## src/rtl/ras_pkg.sv

```systemverilog
package ras_pkg;
   // Per-cycle action chosen from the strobes.
   typedef enum logic [2:0] {
      RAS_IDLE  = 3'd0,
      RAS_PUSH  = 3'd1,
      RAS_POP   = 3'd2,
      RAS_SWAP  = 3'd3,
      RAS_CLEAR = 3'd4
   } ras_op_e;
endpackage

```

## src/rtl/ras_op_dec.sv

```systemverilog
module ras_op_dec
   import ras_pkg::*;
(
   input  logic    flush,
   input  logic    push,
   input  logic    pop,
   input  logic    nonempty,
   output ras_op_e op
);
   // Flush wins. A pop on an empty stack is dropped, so push+pop there is a push.
   always_comb begin
      if (flush)                     op = RAS_CLEAR;
      else if (push && pop && nonempty) op = RAS_SWAP;
      else if (push)                 op = RAS_PUSH;
      else if (pop && nonempty)      op = RAS_POP;
      else                           op = RAS_IDLE;
   end
endmodule

```

## src/rtl/ras_ptr_ctrl.sv

```systemverilog
module ras_ptr_ctrl
   import ras_pkg::*;
#(
   parameter int DEPTH = 4,
   localparam int PW = (DEPTH > 1) ? $clog2(DEPTH) : 1,
   localparam int CW = $clog2(DEPTH + 1)
) (
   input  logic          clk,
   input  logic          rst_n,
   input  ras_op_e       op,
   output logic [PW-1:0] top_idx,
   output logic [PW-1:0] wr_idx,
   output logic          wr_en,
   output logic [CW-1:0] live_cnt
);
   localparam logic [PW-1:0] LAST = PW'(DEPTH - 1);
   localparam logic [CW-1:0] FULL = CW'(DEPTH);

   logic [PW-1:0] up_idx, dn_idx;

   // Ring arithmetic that also works when DEPTH is not a power of two.
   assign up_idx = (top_idx == LAST) ? '0 : top_idx + 1'b1;
   assign dn_idx = (top_idx == '0) ? LAST : top_idx - 1'b1;

   assign wr_en  = (op == RAS_PUSH) || (op == RAS_SWAP);
   assign wr_idx = (op == RAS_SWAP) ? top_idx : up_idx;

   always_ff @(posedge clk or negedge rst_n) begin
      if (!rst_n) begin
         top_idx  <= '0;
         live_cnt <= '0;
      end else begin
         unique case (op)
            RAS_PUSH: begin
               top_idx  <= up_idx;
               live_cnt <= (live_cnt == FULL) ? FULL : live_cnt + 1'b1;
            end
            RAS_POP: begin
               top_idx  <= dn_idx;
               live_cnt <= live_cnt - 1'b1;
            end
            RAS_CLEAR: live_cnt <= '0;
            default: ;
         endcase
      end
   end

   p_count_bound_r4: assert property (@(posedge clk) disable iff (!rst_n)
      live_cnt <= FULL);

   p_full_saturate_r4: assert property (@(posedge clk) disable iff (!rst_n)
      (op == RAS_PUSH && live_cnt == FULL) |=> live_cnt == FULL);

   p_empty_pop_hold_r5: assert property (@(posedge clk) disable iff (!rst_n)
      (op == RAS_IDLE && live_cnt == '0) |=> ($stable(top_idx) && live_cnt == '0));

   p_swap_count_r6: assert property (@(posedge clk) disable iff (!rst_n)
      (op == RAS_SWAP) |=> ($stable(live_cnt) && $stable(top_idx)));

   p_clear_empties_r7: assert property (@(posedge clk) disable iff (!rst_n)
      (op == RAS_CLEAR) |=> live_cnt == '0);
endmodule

```

## src/rtl/ras_entry_bank.sv

```systemverilog
module ras_entry_bank #(
   parameter int AW    = 32,
   parameter int DEPTH = 4,
   localparam int PW = (DEPTH > 1) ? $clog2(DEPTH) : 1
) (
   input  logic          clk,
   input  logic          wr_en,
   input  logic [PW-1:0] wr_idx,
   input  logic [AW-1:0] wr_data,
   input  logic [PW-1:0] rd_idx,
   output logic [AW-1:0] rd_data
);
   logic [AW-1:0] slot [DEPTH];

   // One register per entry. Data needs no reset because the live count qualifies it.
   for (genvar gi = 0; gi < DEPTH; gi++) begin : g_slot
      logic [AW-1:0] q;
      always_ff @(posedge clk) begin
         if (wr_en && (wr_idx == PW'(gi))) q <= wr_data;
      end
      assign slot[gi] = q;
   end

   assign rd_data = slot[rd_idx];
endmodule

```

## src/rtl/ret_addr_stack.sv

```systemverilog
module ret_addr_stack
   import ras_pkg::*;
#(
   parameter int AW    = 32,
   parameter int DEPTH = 4
) (
   input  logic          clk,
   input  logic          rst_n,
   input  logic          flush,
   input  logic          push,
   input  logic [AW-1:0] push_addr,
   input  logic          pop,
   output logic [AW-1:0] pred_addr,
   output logic          pred_valid
);
   localparam int PW = (DEPTH > 1) ? $clog2(DEPTH) : 1;
   localparam int CW = $clog2(DEPTH + 1);

   if (DEPTH < 2) begin : g_bad_depth
      $error("ret_addr_stack: DEPTH must be at least 2");
   end
   if (AW < 2) begin : g_bad_aw
      $error("ret_addr_stack: AW must be at least 2");
   end

   ras_op_e       op;
   logic [PW-1:0] top_idx, wr_idx;
   logic          wr_en;
   logic [CW-1:0] live_cnt;

   ras_op_dec u_dec (
      .flush    (flush),
      .push     (push),
      .pop      (pop),
      .nonempty (live_cnt != '0),
      .op       (op)
   );

   ras_ptr_ctrl #(.DEPTH(DEPTH)) u_ctrl (
      .clk      (clk),
      .rst_n    (rst_n),
      .op       (op),
      .top_idx  (top_idx),
      .wr_idx   (wr_idx),
      .wr_en    (wr_en),
      .live_cnt (live_cnt)
   );

   ras_entry_bank #(.AW(AW), .DEPTH(DEPTH)) u_bank (
      .clk     (clk),
      .wr_en   (wr_en),
      .wr_idx  (wr_idx),
      .wr_data (push_addr),
      .rd_idx  (top_idx),
      .rd_data (pred_addr)
   );

   assign pred_valid = (live_cnt != '0);

   p_push_visible_r2: assert property (@(posedge clk) disable iff (!rst_n)
      (push && !flush) |=> (pred_valid && pred_addr == $past(push_addr)));

   p_flush_invalid_r7: assert property (@(posedge clk) disable iff (!rst_n)
      flush |=> !pred_valid);
endmodule

```

## config.mk

```make
export PLATFORM = sky130hd
export DESIGN_NAME = ret_addr_stack
export DESIGN_NICKNAME = d
export VERILOG_FILES = /design/src/rtl/ras_pkg.sv /design/src/rtl/ras_op_dec.sv /design/src/rtl/ras_ptr_ctrl.sv /design/src/rtl/ras_entry_bank.sv /design/src/rtl/ret_addr_stack.sv
export SDC_FILE = /design/constraint.sdc
export NUM_CORES = 1
export LEC_CHECK = 0
export BUFFER_PORTS_ARGS = -buffer_cell sky130_fd_sc_hd__buf_2
export CORE_ASPECT_RATIO = 1.1
export CORE_MARGIN = 5
export CORE_UTILIZATION = 60
export DETAILED_ROUTE_END_ITERATION = 7
export HOLD_SLACK_MARGIN = 0.03
export PLACE_DENSITY = 0.83
export SYNTH_ARGS = -nofsm -noshare
export SYNTH_HDL_FRONTEND = slang
export SYNTH_HIERARCHICAL = 1
export SYNTH_SLANG_ARGS = --single-unit
```

## constraint.sdc

```tcl
create_clock -name clk -period 8.75 [get_ports clk]
set_input_delay 0.875 -clock clk [delete_from_list [all_inputs] [get_ports clk]]
set_output_delay 0.875 -clock clk [all_outputs]
set_load 0.05 [all_outputs]
```

==> results of run 1 <==
-- synth_stat cells, drive strengths merged --
cell type and n:
nand3b 1, o21ai 4, a211oi 2, nor4bb 1
and3b 3, nor2 10, ha 5, mux2i 1
o21a 2, edfxtp 128, buf 10, a2111oi 1
or3 1, inv 5, o31ai 2, clkbuf 2
nor3 1, maj3 1, a221o 1, and2b 1
a221oi 1, mux4 32, dfrtp 5, a22o 1
nor2b 1, nor3b 2, a21oi 4, and3 1
nand2 8
-- through the flow --
stage	power, mW	util (%)
final	2.04	73.1
after global routing	2.12	73.1
after CTS	2.06	73.1
after detailed placement	1.37	66.1
after global placement	1.36	66.1
after floorplan	1.27	-
-- how the worst max path moves through the flow --
stage                                  start                     end  slack, ns  cells past startpoint
after floorplan           u_ctrl/live_cnt[0]   u_bank/g_slot[0].q[0]       4.20                      6
after global placement                 flush   u_bank/g_slot[1].q[2]       5.00                      6
after detailed placement               flush   u_bank/g_slot[1].q[2]       4.77                      6
after CTS                              flush  u_bank/g_slot[3].q[29]       5.29                      6
after global routing                   flush  u_bank/g_slot[3].q[27]       5.02                      6
final                                  flush  u_bank/g_slot[3].q[27]       5.22                      6
-- registers in the layout, summed over array words and instances, names as in the netlist --
| name | count |
|---|---|
| u_bank/g_slot.q | 128 |
| u_ctrl/live_cnt | 3 |
| u_ctrl/top_idx | 2 |
-- logic make-up (layout without fill, tap and decap cells) --
group	count (synthesis)	after routing	share of synthesized area, %
compound gates	18	18	2.35
simple gates	30	30	3.04
mux	33	33	14.1
buf+inv	17	108	3.11
flops	133	133	76.0
fa+ha+maj	6	6	1.39
-- routing by layer --
layer  up-vias  share of wire (%)  GRT usage, %
met1      1251                 38          23.2
met5         -               0.14             0
li1       1142                  -             -
met2        92                 54          32.2
met4         2                1.0          6.63
met3         8                7.2          6.74
-- power groups by stage --
stage	clock, mW	sequential, mW	combinational [mW]
CTS	0.698	0.803	0.557
detailed placement	0	0.813	0.552
floorplan	0	0.772	0.498
global route	0.732	0.808	0.585
finish	0.690	0.800	0.552
global placement	0	0.811	0.545
-- cells in the final DEF, fill, tap and decap left out, drive strengths merged, types with 2 or more instances in the layout --
cell type	Yosys	layout
edfxtp	128	128
buf	10	71
mux4	32	32
clkbuf	2	20
nor2	10	10
nand2	8	8
inv	5	5
ha	5	5
clkinv	0	5
dfrtp	5	5
clkinvlp	0	4
o21ai	4	4
a21oi	4	4
bufinv	0	3
and3b	3	3
a211oi	2	2
o31ai	2	2
o21a	2	2
nor3b	2	2
-- layout make-up --
| cell class | count | area [µm²] | area share [%] |
|---|---|---|---|
| clock buffers | 20 | 435 | 7.04 |
| multi-input cells | 87 | 1100 | 17.8 |
| well taps | 111 | 139 | 2.25 |
| repair buffers | 71 | 360 | 5.83 |
| inverters | 5 | 18.8 | 0.304 |
| flip-flops and latches | 133 | 3970 | 64.2 |
| clock inverters | 12 | 156 | 2.53 |
-- critical path, stage by stage --
cell	delay, ns
buf_2	0.18
nor2b_1	0.87
and2b_2	0.33
nand2_1	0.12
o21ai_0	0.43
and3_2	0.83
==> key figures, run 1 <==
Power
  – Sw frac: 33.1%
  – Pint: approximately 1.4 mW
  – PwrDens: between 300 and 400 nW/µm²
  – IR drop worst, VDD: 0.215 mV
  – Sw power: 0.676 mW
  – P_leak: 2.14 nW
  – Clock power share: between 30% and 40%
  – Register share of total power: around two fifths
  – Logic pwr share: 27.0%

Floorplan
  – Top Ports: 70
  – Die Height: between 100 and 150 µm
  – Row count: 35
  – Starting Density: 61.8%
  – Die width: a little under 100 µm
  – Die footprint: 10700 µm²
  – Core Box Area: 8450 µm²

CTS
  – CTS tree: done
  – Hold-fix buffers at CTS: 0
  – CTS H-tree lvls: 4
  – Clock sinks: 133
  – Post-CTS setup buffer count: 0
  – Clock Pin Slew Worst Setup and Hold Paths: about 0.06 ns
  – Clock buffer depth: 2
  – Clk Latency, worst-skew pair: slightly above 0.5 ns
  – Total CTS buffers: 17
  – CTS resizes: 0
  – CTS Root Cell: clkbuf_8

Logic synthesis
  – Post-Syn Instances: 237
  – Sequential area share after synthesis: 76.0%
  – Synthesis warning total: 6
  – Syn Nets: 279
  – Synthesized area per cell: 22.0 µm²
  – Distinct cells, synth: 33
  – Synth area leaders: edfxtp_1, mux4_2, dfrtp_1
  – Netlist Area Pre-Place: 5220 µm²
  – Yosys top cell by area: edfxtp_1
  – Yosys reg bits: 133
  – Post-synth top area share: 73.6%

Run
  – Max_cap viols: 0

Place
  – Setup WS pre-CTS: 4.77 ns
  – I/O Buffers: 69
  – Placer congestion estimate: approximately 0.73
  – DP HPWL: 5400 µm
  – DP Cell Count: 407
  – Post-DP Area: 5590 µm²

Critical path
  – FF-to-FF End: u_bank/g_slot[3].q[27]
  – R2R Path Start: u_ctrl/top_idx[1]
  – Data required, critical path: 8.88 ns
  – Reg2Reg Setup Slack: 5.72 ns
  – CP max FO: 32
  – Startpoint types: primary input
  – Crit end category: flop
  – Worst path arrival time: 3.66 ns
  – CP Class: primary input to flop
  – Register-to-Register Path Depth: 5

STA
  – Max Slew Vio Count: 0
  – RSZ-0062 raised after global routing: no
  – Fin crit period: 3.53 ns
  – Setup ws final: 5.22 ns
  – Slew @ Worst Pin: 1.11 ns
  – Fmax: 283 MHz
  – Final setup fails: 0
  – Post-route setup TNS: 0 ns
  – Final Skew: 0.00928 ns
  – Rel. slew slack: 25.8%
  – Min Hold Slack: 0.178 ns
  – Final hold vios: 0
  – Period utilization: 40.4%

Global route
  – All-Layer GR Usage: 19.2%
  – Largest net degree at the start of global routing: 36
  – Initial antenna violation count: 1
  – First-pass GRT wire length: around 15000 µm
  – GR Overflow Total: 0
  – Vias in the first global route: 2708

Detailed routing
  – Initial DRC count: 217
  – Post-route ant nets: 0
  – Vias/cell: 5.68
  – # DRC: 0
  – WL final: 9440 µm
  – Routed wire per std cell: approximately 21 µm
  – Vias: 2495
  – DR pass1 iterations: 4

Final layout
  – Filler instances: 464
  – Final Non-Filler Cells: about 440
  – # diodes: 0
  – Layout cells sized above 1: 42.1%
  – Final #Nets: around 360
  – Final Cell Area: between 6000 and 7000 µm²
  – Synthesis-to-layout area growth: 18.3%

Status
  – Status: completed

Hold path
  – Worst hold path type: primary input to async pin
(Power assumes the default switching activity.)
==> run 2, diff against run 1 <==
--- a/config.mk
+++ b/config.mk
@@ -8,10 +8,10 @@
 export BUFFER_PORTS_ARGS = -buffer_cell sky130_fd_sc_hd__buf_2
 export CORE_ASPECT_RATIO = 1.1
 export CORE_MARGIN = 5
-export CORE_UTILIZATION = 60
+export CORE_UTILIZATION = 57
 export DETAILED_ROUTE_END_ITERATION = 7
 export HOLD_SLACK_MARGIN = 0.03
-export PLACE_DENSITY = 0.83
+export PLACE_DENSITY = 0.79
 export SYNTH_ARGS = -nofsm -noshare
 export SYNTH_HDL_FRONTEND = slang
 export SYNTH_HIERARCHICAL = 1
==> constraint.sdc (replaced) <==
create_clock -name clk -period 3.7 [get_ports clk]
set_input_delay 0.37 -clock clk [delete_from_list [all_inputs] [get_ports clk]]
set_output_delay 0.37 -clock clk [all_outputs]
set_load 0.05 [all_outputs]
==> run 2 against run 1 <==
Net effect:
- sequential share of layout area fell by 0.51 points
- sequential cell count did not move
- core utilization fell by 3.3 points
- largest cell class unchanged
- non-clock buffer count rose by 5
- clock power rose by 130%
- largest power group unchanged
- combinational power rose by 150%
- count of clock-buffer cells in the layout fell by 2
- power rose by 140%
- critical path depth fell by 1
- worst setup slack got worse by 4.5 ns
- cell count rose by 1.8%
- register-to-register slack got worse by 5.0 ns
- highest routed layer unchanged
==> key figures, run 2 (same netlist as run 1, synthesis figures left out) <==
Detailed routing
  – WL final: 9660 µm (was 9440 µm)
  – Vias/cell: 5.76 (was 5.68)
  – DR pass1 iterations: 4 (unchanged)
  – Vias: 2575 (was 2495)
  – Initial DRC count: 200 (was 217)
  – Routed wire per std cell: 21.6 µm (was 21.5 µm)
  – Post-route ant nets: 0 (unchanged)
  – # DRC: 0 (unchanged)

Place
  – DP Cell Count: 414 (was 407)
  – I/O Buffers: 69 (unchanged)
  – Post-DP Area: 5640 µm² (was 5590 µm²)
  – Placer congestion estimate: 0.770 (was 0.731)

Final layout
  – Core Util, Final: 69.9% (was 73.1%)
  – Max reg flops: 128 (unchanged)
  – # diodes: 0 (unchanged)
  – Final #Nets: 362 (was 357)
  – Register bank with the most flops: u_bank/g_slot.q (unchanged)
  – Layout cells sized above 1: 41.7% (was 42.1%)
  – Final Non-Filler Cells: 447 (was 439)
  – Synthesis-to-layout area growth: 19.3% (was 18.3%)
  – Commonest non-fill, non-tap cells in the layout: edfxtp_1, buf_2, mux4_2 (unchanged)
  – Regs by FF count: u_bank/g_slot.q x128, u_ctrl/live_cnt x3, u_ctrl/top_idx x2 (unchanged)
  – Final Cell Area: 6230 µm² (was 6180 µm²)
  – Commonest non-fill, non-tap cell in the layout: edfxtp_1 (unchanged)

CTS
  – Clock buffer depth: 2 (unchanged)
  – Total CTS buffers: 17 (unchanged)
  – Post-CTS setup buffer count: 0 (unchanged)
  – Clk Latency, worst-skew pair: 0.52 ns (was 0.51 ns)
  – CTS H-tree lvls: 4 (unchanged)
  – CTS Root Cell: clkbuf_8 (unchanged)
  – CTS tree: done (unchanged)
  – Hold-fix buffers at CTS: 1 (was 0)
  – CTS resizes: 0 (unchanged)
  – Clock sinks: 133 (unchanged)
  – Clock Pin Slew Worst Setup and Hold Paths: 0.06 ns (about the same)

Floorplan
  – Die width: 101 µm (was 99.0 µm)
  – Starting Density: 58.6% (was 61.8%)
  – Die footprint: 11200 µm² (was 10700 µm²)
  – Row count: 36 (was 35)
  – Top Ports: 70 (unchanged)
  – Die Height: 110 µm (was 108 µm)
  – Core Box Area: 8920 µm² (was 8450 µm²)

STA
  – Rel. slew slack: 42.4% (was 25.8%)
  – Slew @ Worst Pin: 0.864 ns (was 1.11 ns)
  – Fmax: 333 MHz
  – Final setup fails: 0 (unchanged)
  – Final hold vios: 0 (unchanged)
  – Final Skew: 0.00788 ns (was 0.00928 ns)
  – Fin crit period: 3.00 ns
  – Post-route setup TNS: 0 ns (unchanged)
  – RSZ-0062 raised after global routing: no (unchanged)
  – Max Slew Vio Count: 0 (unchanged)
  – Period utilization: 81.1%

Run
  – Max_cap viols: 0 (unchanged)

Critical path
  – CP Class: flop to flop (was primary input to flop)
  – Startpoint types: flop (was primary input)
  – CP Cell Sequence: or3_1, and3b_1, nand2_1, o21ai_0, and3_2 (was buf_2, nor2b_1, and2b_2, nand2_1, o21ai_0, and3_2)
  – Worst path arrival time: 3.14 ns (was 3.66 ns)
  – Family with the most delay on the worst path: simple AND/OR/NAND/NOR gates (unchanged)
  – Crit path largest cell delay: 0.89 ns (was 0.87 ns)
  – CP max FO: 32 (unchanged)
  – Critical path buffer and inverter count: 0 (was 1)
  – Crit end category: flop (unchanged)
  – Data required, critical path: 3.84 ns (was 8.88 ns)
  – Slowest library cell on the worst path: and3_2 (was nor2b_1)

Global route
  – First-pass GRT wire length: 15400 µm (was 14800 µm)
  – Top Usage Layer GRT: met2 (unchanged)
  – Met2 GRT Util: 31.3% (was 32.2%)
  – Met1 usage: 22.9% (was 23.2%)
  – Initial antenna violation count: 1 (unchanged)
  – Vias in the first global route: 2768 (was 2708)
  – Met3 GRT Util: 5.93% (was 6.74%)
  – Largest net degree at the start of global routing: 33 (was 36)
  – All-Layer GR Usage: 19.0% (was 19.2%)
  – GR Overflow Total: 0 (unchanged)

Hold path
  – Worst hold path type: primary input to flop (was primary input to async pin)

Status
  – Status: completed (unchanged)

Power
  – IR drop worst, VDD: 0.450 mV (was 0.215 mV)
  – PwrDens: 773 nW/µm² (was 330 nW/µm²)
  – P_leak: 2.17 nW (was 2.14 nW)
## run 2: cell count changes in the layout (fill, tap and decap cells not counted), sizes merged
| cell | previous run | this run |
|---|---|---|
| inv | 5 | 6 |
| clkbuf | 20 | 18 |
| buf | 71 | 75 |
| clkinvlp | 4 | 3 |
| dlygate4sd3 | 0 | 1 |
| clkinv | 5 | 7 |
## run 2: area by class of cell
type,instances,area (µm²)
Clock buffer,18,418
Clock inverter,14,160
Fill cell,537,2690
Inverter,5,18.8
Multi-Input combinational cell,87,1110
Sequential cell,133,3970
Tap cell,114,143
Timing Repair Buffer,76,413
## run 2: power by group
group	internal, mW	total [mW]	switching (mW)
Combinational	0.430	1.37	0.939
Sequential	1.76	1.85	0.0844
Clock	1.02	1.60	0.581
Total	3.21	4.82	1.60
## run 2: final timing paths
kind / start / endpoint / slack (ns) / depth (start not counted)
max in group asynchronous: rst_n / u_ctrl/top_idx[0] / 3.35 / 2
worst max register to register: u_ctrl/live_cnt[0] / u_bank/g_slot[3].q[21] / 0.70 / 5
worst min-delay path: push_addr[28] / u_bank/g_slot[1].q[28] / 0.07 / 1
worst max-delay path: u_ctrl/live_cnt[0] / u_bank/g_slot[3].q[21] / 0.70 / 5
min in group asynchronous: rst_n / u_ctrl/live_cnt[0] / 0.20 / 2
worst min register to register: u_ctrl/live_cnt[1] / u_ctrl/live_cnt[1] / 0.55 / 2
## run 2: metrics by stage
stage / hold slack, ns / total power, mW / worst slack, ns
final: 0.0703 / 4.82 / 0.698
after CTS: 0.0409 / 4.87 / 0.641
after detailed placement: 0.197 / 3.25 / 0.677
after global placement: 0.194 / 3.22 / 0.801
after floorplan: 0.0744 / 3.00 / 0.268
after global routing: 0.0412 / 5.03 / 0.485
## run 2: layer usage
metal | up-vias | routed length (µm)
met2 | 89 | 5360
met3 | 16 | 476
met1 | 1317 | 3670
li1 | 1151 | -
met4 | 2 | 140
met5 | - | 13
